File: config.mk
export PLATFORM = sky130hd
export DESIGN_NAME = dual_pfd_lock
export DESIGN_NICKNAME = d
export VERILOG_FILES = /design/src/rtl/pfd_pkg.sv /design/src/rtl/pfd_fall_tap.sv /design/src/rtl/pfd_flop_pair.sv /design/src/rtl/pfd_lock_qual.sv /design/src/rtl/dual_pfd_lock.sv
export SDC_FILE = /design/constraint.sdc
export NUM_CORES = 1
export LEC_CHECK = 0
export BUFFER_PORTS_ARGS = -buffer_cell sky130_fd_sc_hd__buf_2
export CELL_PAD_IN_SITES_DETAIL_PLACEMENT = 1
export CELL_PAD_IN_SITES_GLOBAL_PLACEMENT = 2
export CORE_ASPECT_RATIO = 1.4
export CORE_MARGIN = 1
export CORE_UTILIZATION = 36
export DETAILED_ROUTE_END_ITERATION = 6
export PLACE_DENSITY = 0.76
export SYNTH_ARGS = -nofsm -noshare
export SYNTH_HDL_FRONTEND = slang
export SYNTH_HIERARCHICAL = 1
export SYNTH_SLANG_ARGS = --single-unit
File: constraint.sdc
create_clock -name clk -period 1.3 [get_ports clk]
set_input_delay 0.13 -clock clk [delete_from_list [all_inputs] [get_ports clk]]
set_output_delay 0.13 -clock clk [all_outputs]
set_load 0.01 [all_outputs]
File: src/rtl/pfd_pkg.sv
package pfd_pkg;
   localparam int NUM_CH  = 2;
   localparam int CH_MAIN = 0;
   localparam int CH_AUX  = 1;

   typedef struct packed {
      logic up;
      logic dn;
   } pump_t;
endpackage

File: src/rtl/pfd_fall_tap.sv
module pfd_fall_tap (
   input  logic clk,
   input  logic rst_n,
   input  logic pulse_i,
   output logic early_o
);
   logic s_now, s_old;

   always_ff @(posedge clk or negedge rst_n) begin
      if (!rst_n) begin
         s_now <= 1'b1;
         s_old <= 1'b1;
      end else begin
         s_now <= pulse_i;
         s_old <= s_now;
      end
   end

   // one-cycle strobe after the edge that first samples the pulse low
   assign early_o = s_old & ~s_now;
endmodule

File: src/rtl/pfd_flop_pair.sv
module pfd_flop_pair #(
   parameter int LOCK_TOL = 1,
   parameter bit HAS_WIN  = 1'b0
) (
   input  logic clk,
   input  logic rst_n,
   input  logic en,
   input  logic ref_early,
   input  logic fb_early,
   output logic up_o,
   output logic dn_o,
   output logic done_o,
   output logic width_ok_o,
   output logic win_o
);
   localparam int CNT_W = $clog2(LOCK_TOL + 2);
   localparam logic [CNT_W-1:0] CNT_SAT = CNT_W'(LOCK_TOL + 1);
   localparam logic [CNT_W-1:0] CNT_TOL = CNT_W'(LOCK_TOL);
   localparam logic [CNT_W-1:0] CNT_ONE = CNT_W'(1);

   logic             up_q, dn_q, clr_q;
   logic [CNT_W-1:0] cnt_q;

   always_ff @(posedge clk or negedge rst_n) begin
      if (!rst_n) begin
         up_q  <= 1'b0;
         dn_q  <= 1'b0;
         clr_q <= 1'b0;
         cnt_q <= '0;
      end else if (!en) begin
         up_q  <= 1'b0;
         dn_q  <= 1'b0;
         clr_q <= 1'b0;
         cnt_q <= '0;
      end else begin
         up_q  <= ref_early | (up_q & ~clr_q);
         dn_q  <= fb_early  | (dn_q & ~clr_q);
         // clear enable lags the both-set condition by one cycle
         clr_q <= up_q & dn_q & ~clr_q;
         if (clr_q)
            cnt_q <= '0;
         else if ((up_q ^ dn_q) && (cnt_q != CNT_SAT))
            cnt_q <= cnt_q + CNT_ONE;
      end
   end

   assign up_o       = up_q;
   assign dn_o       = dn_q;
   assign done_o     = clr_q;
   assign width_ok_o = (cnt_q <= CNT_TOL);

   generate
      if (HAS_WIN) begin : g_win
         logic e1_q, e2_q;
         always_ff @(posedge clk or negedge rst_n) begin
            if (!rst_n) begin
               e1_q <= 1'b0;
               e2_q <= 1'b0;
            end else begin
               e1_q <= ref_early;
               e2_q <= e1_q;
            end
         end
         assign win_o = en & (ref_early | e1_q | e2_q);
      end else begin : g_nowin
         assign win_o = 1'b0;
      end
   endgenerate
endmodule

File: src/rtl/pfd_lock_qual.sv
module pfd_lock_qual #(
   parameter int LOCK_RUNS = 2
) (
   input  logic clk,
   input  logic rst_n,
   input  logic en,
   input  logic done,
   input  logic ok,
   output logic locked_o
);
   localparam int RUN_W = $clog2(LOCK_RUNS + 1);
   localparam logic [RUN_W-1:0] RUN_MAX = RUN_W'(LOCK_RUNS);
   localparam logic [RUN_W-1:0] RUN_ONE = RUN_W'(1);

   logic [RUN_W-1:0] runs_q;
   logic             lock_q;

   always_ff @(posedge clk or negedge rst_n) begin
      if (!rst_n) begin
         runs_q <= '0;
         lock_q <= 1'b0;
      end else if (!en) begin
         runs_q <= '0;
         lock_q <= 1'b0;
      end else if (done) begin
         if (ok) begin
            if (runs_q != RUN_MAX)
               runs_q <= runs_q + RUN_ONE;
            lock_q <= (runs_q >= (RUN_MAX - RUN_ONE));
         end else begin
            runs_q <= '0;
            lock_q <= 1'b0;
         end
      end
   end

   assign locked_o = lock_q;
endmodule

File: src/rtl/dual_pfd_lock.sv
module dual_pfd_lock #(
   parameter int LOCK_TOL  = 1,
   parameter int LOCK_RUNS = 2
) (
   input  logic clk,
   input  logic rst_n,
   input  logic main_en,
   input  logic aux_en,
   input  logic main_ref_div,
   input  logic main_fb_div,
   input  logic aux_ref_div,
   input  logic aux_fb_div,
   input  logic a_word_load,
   input  logic strobe,
   output logic main_up,
   output logic main_dn,
   output logic main_int_up,
   output logic main_int_dn,
   output logic aux_up,
   output logic aux_dn,
   output logic speedup,
   output logic comp_win,
   output logic lock
);
   import pfd_pkg::*;

   generate
      if (LOCK_TOL < 0) begin : g_bad_tol
         $error("LOCK_TOL must be zero or more");
      end
      if (LOCK_RUNS < 1) begin : g_bad_runs
         $error("LOCK_RUNS must be at least one");
      end
   endgenerate

   logic [NUM_CH-1:0] en_v, ref_v, fb_v, ch_lock, win_v;
   pump_t             pump [NUM_CH];

   assign en_v[CH_MAIN]  = main_en;
   assign en_v[CH_AUX]   = aux_en;
   assign ref_v[CH_MAIN] = main_ref_div;
   assign ref_v[CH_AUX]  = aux_ref_div;
   assign fb_v[CH_MAIN]  = main_fb_div;
   assign fb_v[CH_AUX]   = aux_fb_div;

   generate
      for (genvar ch = 0; ch < NUM_CH; ch++) begin : g_ch
         logic ref_early, fb_early, done, ok, up, dn, locked;

         pfd_fall_tap u_ref_tap (
            .clk(clk), .rst_n(rst_n), .pulse_i(ref_v[ch]), .early_o(ref_early));
         pfd_fall_tap u_fb_tap (
            .clk(clk), .rst_n(rst_n), .pulse_i(fb_v[ch]), .early_o(fb_early));

         pfd_flop_pair #(
            .LOCK_TOL(LOCK_TOL),
            .HAS_WIN (ch == CH_MAIN)
         ) u_pair (
            .clk(clk), .rst_n(rst_n), .en(en_v[ch]),
            .ref_early(ref_early), .fb_early(fb_early),
            .up_o(up), .dn_o(dn), .done_o(done), .width_ok_o(ok),
            .win_o(win_v[ch]));

         pfd_lock_qual #(.LOCK_RUNS(LOCK_RUNS)) u_qual (
            .clk(clk), .rst_n(rst_n), .en(en_v[ch]),
            .done(done), .ok(ok), .locked_o(locked));

         assign pump[ch].up = up;
         assign pump[ch].dn = dn;
         assign ch_lock[ch] = ~en_v[ch] | locked;
      end
   endgenerate

   logic sp_q;
   always_ff @(posedge clk or negedge rst_n) begin
      if (!rst_n) sp_q <= 1'b0;
      else        sp_q <= strobe & (sp_q | a_word_load);
   end

   assign main_up     = pump[CH_MAIN].up;
   assign main_dn     = pump[CH_MAIN].dn;
   assign aux_up      = pump[CH_AUX].up;
   assign aux_dn      = pump[CH_AUX].dn;
   assign speedup     = sp_q;
   assign main_int_up = pump[CH_MAIN].up & sp_q;
   assign main_int_dn = pump[CH_MAIN].dn & sp_q;
   assign comp_win    = |win_v;
   assign lock        = &ch_lock;
endmodule

== Word level (Yosys, flattened, before mapping) ==
Cells that the tools add are included.
Widths: inputs -> output; s select.
Cells by class
  add/sub/neg operators: 4
  multipliers: 0
  divide/modulo/power cells: 0
  magnitude comparators: 4
  eq/ne operators: 10
  shifts and indexed selects: 0
  muxes and demuxes: 26
  bitwise logic cells: 35
  reduce and logical (&&, ||, !) cells: 5
Operators with widths (count)
  $mux 2: 14
  $and 1x1->1: 16
  $mux 1: 12
  $or 1x1->1: 9
  $add 2x1->2 const B: 4
  $ne 2x2->1 const B: 4
  $not 1->1: 8
  $ne 3x1->1 const B: 2
  $ne 3x2->1 const B: 2
  $reduce_and 2->1: 3
  $ge 2x1->1 const B: 2
  $le 2x1->1 const B: 2
  $ne 2x1->1 const B: 2
  $logic_and 1x1->1: 2
  $xor 1x1->1: 2
Word-level totals
  register bits: 27
  latch bits: 0
  RAM bits: 0
  memory bits (read-only): 0
  input port bits: 10
  output and inout port bits: 9
  logic and storage cells: 107
  memories: 0

== Longest topological paths before layout ==
Gate-level depths: netlist of run 1.
  depth in word-level cells: 5
  gate-level depth with buffers: 5
  gate-level depth less buffers: 5

== Cells and area by module ==
The synthesis of run 1 kept the hierarchy.
Modules (own cells, without submodules)
  pfd_lock_qual: times used 2, cells each 18, area each 177.7 sq um, sequential area each 75.1 sq um
  pfd_flop_pair at g_ch[0].u_pair: times used 1, cells each 26, area each 314.1 sq um, sequential area each 175.2 sq um
  pfd_flop_pair at g_ch[1].u_pair: times used 1, cells each 25, area each 266.5 sq um, sequential area each 125.1 sq um
  pfd_fall_tap: times used 4, cells each 3, area each 66.3 sq um, sequential area each 52.6 sq um
  dual_pfd_lock: times used 1, cells each 8, area each 71.3 sq um, sequential area each 25.0 sq um

== Worst setup path after synthesis of run 1 ==
Ideal clock, no wire load.
  path type: register to output
  from: register g_ch[0].u_ref_tap.s_now
  to: output port comp_win
  arrival time: 1.061 ns
  required time: 1.170 ns
  slack: 0.109 ns
  stages on the path, launching flop included: 4
  path buffers: 0
  path through: dfstp_2 > nor2b_4 > o31a_1 > or2_1
On the way
  word-level cells in the longest chain between the ends: 5
RTL lines
  start, declared: RTL line pfd_fall_tap.sv:7  | logic s_now, s_old;
  start signal, assigned: RTL line pfd_fall_tap.sv:14  | s_now <= pulse_i;
  $not 1->1: RTL line pfd_fall_tap.sv:20  | assign early_o = s_old & ~s_now;
  $and 1x1->1: RTL line pfd_fall_tap.sv:20
  net g_ch[0].ref_early: RTL line dual_pfd_lock.sv:48  | logic ref_early, fb_early, done, ok, up, dn, locked;
  $or 1x1->1 (2 in a row): RTL line pfd_flop_pair.sv:64  | assign win_o = en & (ref_early | e1_q | e2_q);
  $and 1x1->1: RTL line pfd_flop_pair.sv:64
  end, declared: RTL line dual_pfd_lock.sv:22  | output logic comp_win,
The timed path passes the listed nets, and every way through them passes these cells.

== Final worst setup path of run 1 ==
Ends and elaborated chain as after synthesis.

==> run summary, run 1 <==
WL final - 2.273 mm
max_cap viols - 0
vias in the first global route - 873
Max Clk Rate - 0.6350 GHz
Horiz. Die Dim - 52.25 microns
most common cell in the synthesized netlist - dfrtp_1
leakage power - 0.0006944 uW
Synth cell types - 22
Final Hold Vio Count - 0
Post-synth ARST share - 1.000
Post-Synthesis Cells - 107
Root Buffer - clkbuf_8
DP Cell Count - 165
Post-Syn Area - 0.001272 sq mm
WL per Instance - 13.06 microns
Synth Net Count - 127
antenna-violating nets left - 0
port bufs - 18
first-pass GRT wire length - 3.870 mm
final std cells w/o fill - 174
Psw - 426.0 uW
P_int - 1249 uW
Fin Hold WS - 70.06 ps
clk buf depth - 2
CTS buffer count - 3
share of cells above drive strength 1 - 0.2985
worst vdd ir - 0.0006423 V
Final WS setup - -274.8 ps
yosys warns - 6
run status - finished with violations
clk slew on worst S/H paths - 90 ps
largest net degree at the start of global routing - 28
crit end category - primary output
die area - 0.003780 sq mm
Top FF cell, synth - dfrtp_1
Arr. time, crit path - 1440 ps
crit share post-route - 1.211
overall global routing resource usage - 0.1401
critical path peak fanout - 2
Required @ worst endpoint - 1170 ps
EDFF count, synth - 0
largest area contributor in the netlist - dfrtp_1
critical path type - reg2out
sequential share of power - 0.563
Commonest cells post-synth - 19 x dfrtp_1, 12 x inv_1, 10 x ha_1, 8 x dfstp_2, 8 x nand2b_1
antenna violations before repair - 0
clk_skew - 6.443 ps
total iterations of the first detailed-routing run - 3
worst slack, placed - -20.96 ps
Hold WC Path Type - in2reg
Initial DRC Count - 4
post-synthesis sequential area ratio - 0.5388
Overall Power - 1675 uW
synthesized area per cell - 11.89 sq um
TritonCTS Sinks - 27
Final Util - 0.4478
RePlAce Congestion - 0.7319
fin crit period - 1575 ps
Yosys reg bits - 27
Cell Rows - 25
Clk pwr share - 0.283
# nets final - 155
Worst-Margin Slew - 601.2 ps
Initial Util - 0.3767
synthesis-to-finish area growth - 18.88%
area share of the leading cell type in the synthesized netlist - 0.3736
RSZ-0062 raised after global routing - true
crit path launch type - flop
Comb power frac - 0.155
Die Span Y - 72.35 microns
ant diodes - 0
Synth area leaders - dfrtp_1 37%, dfstp_2 17%, ha_1 9.8%, nor2b_4 6.5%, nand2b_1 3.9%
Overflow after GRT - 0
DP Wirelength - 1.717 mm
Final Setup Violations - 1
CTS tree - done
Clk Latency, worst-skew pair - 270 ps
Vias/cell - 4.856
H-tree levels - 1
Slew Limit Fails - 0
Vias - 845
Slew Limit Headroom - 0.5992
DRC - 0
Core Area - 0.003378 sq mm
IO Count - 19
pwr dens - 1107 mW/mm^2
violated checks - setup timing
switching fraction of total power - 0.2544
## critical path: stages (launching register included)
cell and delay (ps):
dfstp_2 560, nor2b_4 40, o31a_1 240, or2_1 200, buf_2 140
## worst paths after layout
kind	from	to	slack (ps)	cells after the start
setup / recovery	g_ch[0].u_ref_tap/s_now	comp_win	-270	4
hold / removal	strobe	speedup	70	2
setup reg to reg	g_ch[1].u_pair/up_o	g_ch[1].u_pair/cnt_q[1]	90	4
hold reg to reg	g_ch[1].u_fb_tap/s_now	g_ch[1].u_fb_tap/s_old	390	0
max in group asynchronous	rst_n	g_ch[0].u_qual/runs_q[1]	510	2
min in group asynchronous	rst_n	g_ch[0].u_pair/dn_o	390	2
## layout by cell type (no fill, tap or decap)
| master | count |
|---|---|
| a211oi_2 | 1 |
| a211oi_1 | 1 |
| clkbuf_1 | 1 |
| a21boi_0 | 2 |
| ha_1 | 10 |
| a21boi_2 | 2 |
| a22oi_2 | 1 |
| nand2_1 | 6 |
| nor2_1 | 6 |
| conb_1 | 1 |
| and2_1 | 2 |
| buf_4 | 1 |
| dfstp_2 | 8 |
| o22ai_1 | 4 |
| o31a_1 | 1 |
| o21a_1 | 5 |
| clkbuf_8 | 3 |
| dlygate4sd3_1 | 5 |
| nand3b_1 | 4 |
| xnor2_1 | 2 |
| buf_2 | 18 |
| nand2b_1 | 8 |
| dfrtp_1 | 19 |
| nor2b_4 | 6 |
| or2_1 | 1 |
| nor2b_1 | 4 |
| inv_1 | 12 |
## flip-flops by register name, indices dropped and copies added (netlist names)
name	flops
g_ch.u_fb_tap/s_now	2
g_ch.u_pair/cnt_q	4
g_ch.u_pair/done_o	2
g_ch.u_pair/g_win.e2_q	1
g_ch.u_fb_tap/s_old	2
g_ch.u_pair/dn_o	2
g_ch.u_ref_tap/s_now	2
speedup	1
g_ch.u_ref_tap/s_old	2
g_ch.u_qual/runs_q	4
g_ch.u_qual/locked_o	2
g_ch.u_pair/g_win.e1_q	1
g_ch.u_pair/up_o	2
## per-layer routing
layer / GRT usage / vias up / wire length [microns]
met4: 0.07018 / 0 / 41
met2: 0.2564 / 14 / 1269
met3: 0.02516 / 4 / 61
met1: 0.1483 / 432 / 901
li1: - / 395 / -
met5: 0 / - / 0
## power groups by stage
stage	Sequential, uW	Combinational, uW	Clock, uW
2_1_floorplan	955	155	0
6_report	943	259	473
4_1_cts	945	259	500
3_3_place_gp	956	229	0
5_1_grt	952	293	529
3_5_place_dp	961	246	0
## cells by family after synthesis
logic type                 after synthesis  share of synthesized area
DFF                                     27                     0.5388
AOI/OAI and AO/OA                       17                     0.1072
and+or+nand+nor                         37                     0.1976
adders and majority gates               10                    0.09833
other                                    1                   0.002947
xor gates and xnor gates                 2                    0.01377
buffers and inverters                   13                    0.04130
## layout make-up
cell class	instances	area (sq um)
fillers	400	1866
flip-flops and latches	27	685.7
well taps	40	50.05
repair buffers	24	147.6
inverters	12	45.04
clock buffers	4	45.04
multi-input cells	67	539.3
## stage by stage
step                TNS (ps)  cell area, sq um
global route          -346.3              1513
floorplan                  0              1272
CTS                   -294.9              1508
global placement           0              1413
detailed placement    -20.96              1413
finish                -274.8              1513
## repair_timing
| action | in CTS | in global routing |
|---|---|---|
| resized for setup | 0 | 1 |
| hold buffers | 5 | 0 |
| hold endpoints to repair | 23 | 0 |
| setup buffers | 0 | 0 |
| cloned | 0 | 0 |
| pin swaps | 1 | 0 |
| endpoints found under the setup margin | 1 | 2 |
Note: power is estimated with default switching activity, not from simulation.
==> inputs of run 2 (changes only) <==
--- a/config.mk
+++ b/config.mk
@@ -13,6 +13,7 @@
 export CORE_UTILIZATION = 36
 export DETAILED_ROUTE_END_ITERATION = 6
 export PLACE_DENSITY = 0.76
+export REMOVE_ABC_BUFFERS = 1
 export SYNTH_ARGS = -nofsm -noshare
 export SYNTH_HDL_FRONTEND = slang
 export SYNTH_HIERARCHICAL = 1
==> run summary, run 2 (synthesis results as in run 1) <==
run status - finished with violations
violated checks - setup timing
synthesis-to-finish area growth - 19.47%
Cell Rows - 25
Register Area - 685.7 sq um
CTS tree - done
Slew Limit Headroom - 0.6080
antenna-violating nets left - 0
final std cells w/o fill - 175
commonest non-fill, non-tap cell in the layout - dfrtp_1
clk buf depth - 2
Overall Power - 1660 uW
overall global routing resource usage - 0.1300
Post-Place Cell Area - 0.001413 sq mm
Core Area - 0.003378 sq mm
Initial Util - 0.3767
RSZ-0062 raised after global routing - true
fin area - 0.001520 sq mm
DRC - 0
leakage power - 0.0006995 uW
H-tree levels - 1
Slew Limit Fails - 0
WL final - 2.098 mm
DP Cell Count - 165
die area - 0.003780 sq mm
antenna violations before repair - 0
clk slew on worst S/H paths - 90 ps
Die Span Y - 72.35 microns
ant diodes - 0
first-pass GRT wire length - 3.594 mm
Root Buffer - clkbuf_8
crit path launch type - flop
Worst-Margin Slew - 588.0 ps
port bufs - 18
share of cells above drive strength 1 - 0.3037
critical path type - reg2out
max_cap viols - 0
Vias - 838
Clk Latency, worst-skew pair - 270 ps
Overflow after GRT - 0
IO Count - 19
# nets final - 156
WL per Instance - 11.99 microns
clk_skew - 1.563 ps
Hold WC Path Type - in2reg
Final WS setup - -256.6 ps
Required @ worst endpoint - 1170 ps
fin crit period - 1557 ps
Horiz. Die Dim - 52.25 microns
commonest non-fill, non-tap cells in the layout - 19 x dfrtp_1, 18 x buf_2, 12 x inv_1, 10 x ha_1
total iterations of the first detailed-routing run - 2
worst vdd ir - 0.0005875 V
Final Setup Violations - 1
Largest regs - g_ch.u_pair/cnt_q (4), g_ch.u_qual/runs_q (4)
critical path peak fanout - 2
largest net degree at the start of global routing - 28
# fillers - 382
RePlAce Congestion - 0.7028
worst slack, placed - -1.677 ps
crit share post-route - 1.197
Initial DRC Count - 3
DP Wirelength - 1.607 mm
TritonCTS Sinks - 27
Max Clk Rate - 0.6424 GHz
Fin Hold WS - 68.98 ps
Multi-input gate area - 539.3 sq um
pwr dens - 1092 mW/mm^2
crit end category - primary output
vias in the first global route - 880
Final Hold Vio Count - 0
Vias/cell - 4.789
Arr. time, crit path - 1430 ps
CTS buffer count - 3
## run 2: changes by cell type in the layout (fill, tap and decap cells not counted)
cell / delta
buf_4: +1
## run 2: layout make-up
cell class	count	share of cell area
inverters	12	0.02963
repair buffers	25	0.1021
flip-flops and latches	27	0.4510
multi-input cells	67	0.3547
clock buffers	4	0.02963
well taps	40	0.03292
## run 2: worst paths after layout
path | from | end | slack, ps | cells after the start
setup / recovery | g_ch[0].u_ref_tap/s_now | comp_win | -260 | 4
hold / removal | strobe | speedup | 70 | 2
setup reg to reg | g_ch[0].u_pair/up_o | g_ch[0].u_pair/cnt_q[1] | 100 | 4
hold reg to reg | g_ch[0].u_ref_tap/s_now | g_ch[0].u_ref_tap/s_old | 390 | 0
max in group asynchronous | rst_n | g_ch[0].u_qual/runs_q[0] | 530 | 2
min in group asynchronous | rst_n | g_ch[1].u_pair/cnt_q[0] | 380 | 2
## run 2: report_power, final
part / internal [uW] / total (uW) / switching [uW]
sequential: 900 / 941 / 41.7
combinational: 130 / 255 / 124
clock: 219 / 465 / 245
## run 2: what timing repair did
item,4_1_cts,5_1_grt
cloned,0,0
setup endpoints to repair,1,2
hold buffers,5,0
gates resized for setup,0,1
pin swaps,1,0
endpoints found under the hold margin,23,0
buffers inserted,1,0
## run 2: worst max-delay path, stage by stage, from the launching register on
cell and delay [ps]:
dfstp_2 560, nor2b_4 40, o31a_1 230, or2_1 190
buf_2 130
## run 2: per-stage QoR
step / util / TNS [ps]
after floorplan: - / 0
after global placement: 0.4181 / 0
after detailed placement: 0.4181 / -1.677
after CTS: 0.4485 / -276.0
after global routing: 0.4500 / -310.6
final: 0.4500 / -256.6
## run 2: metal layers
| metal | vias up | wire length, microns | part of all wire | global-route usage |
|---|---|---|---|---|
| met3 | 4 | 47 | 0.022 | 0.01887 |
| met2 | 13 | 1168 | 0.56 | 0.2464 |
| li1 | 398 | - | - | - |
| met1 | 423 | 844 | 0.40 | 0.1305 |
| met5 | - | 0 | 0 | 0 |
| met4 | 0 | 37 | 0.018 | 0.07018 |
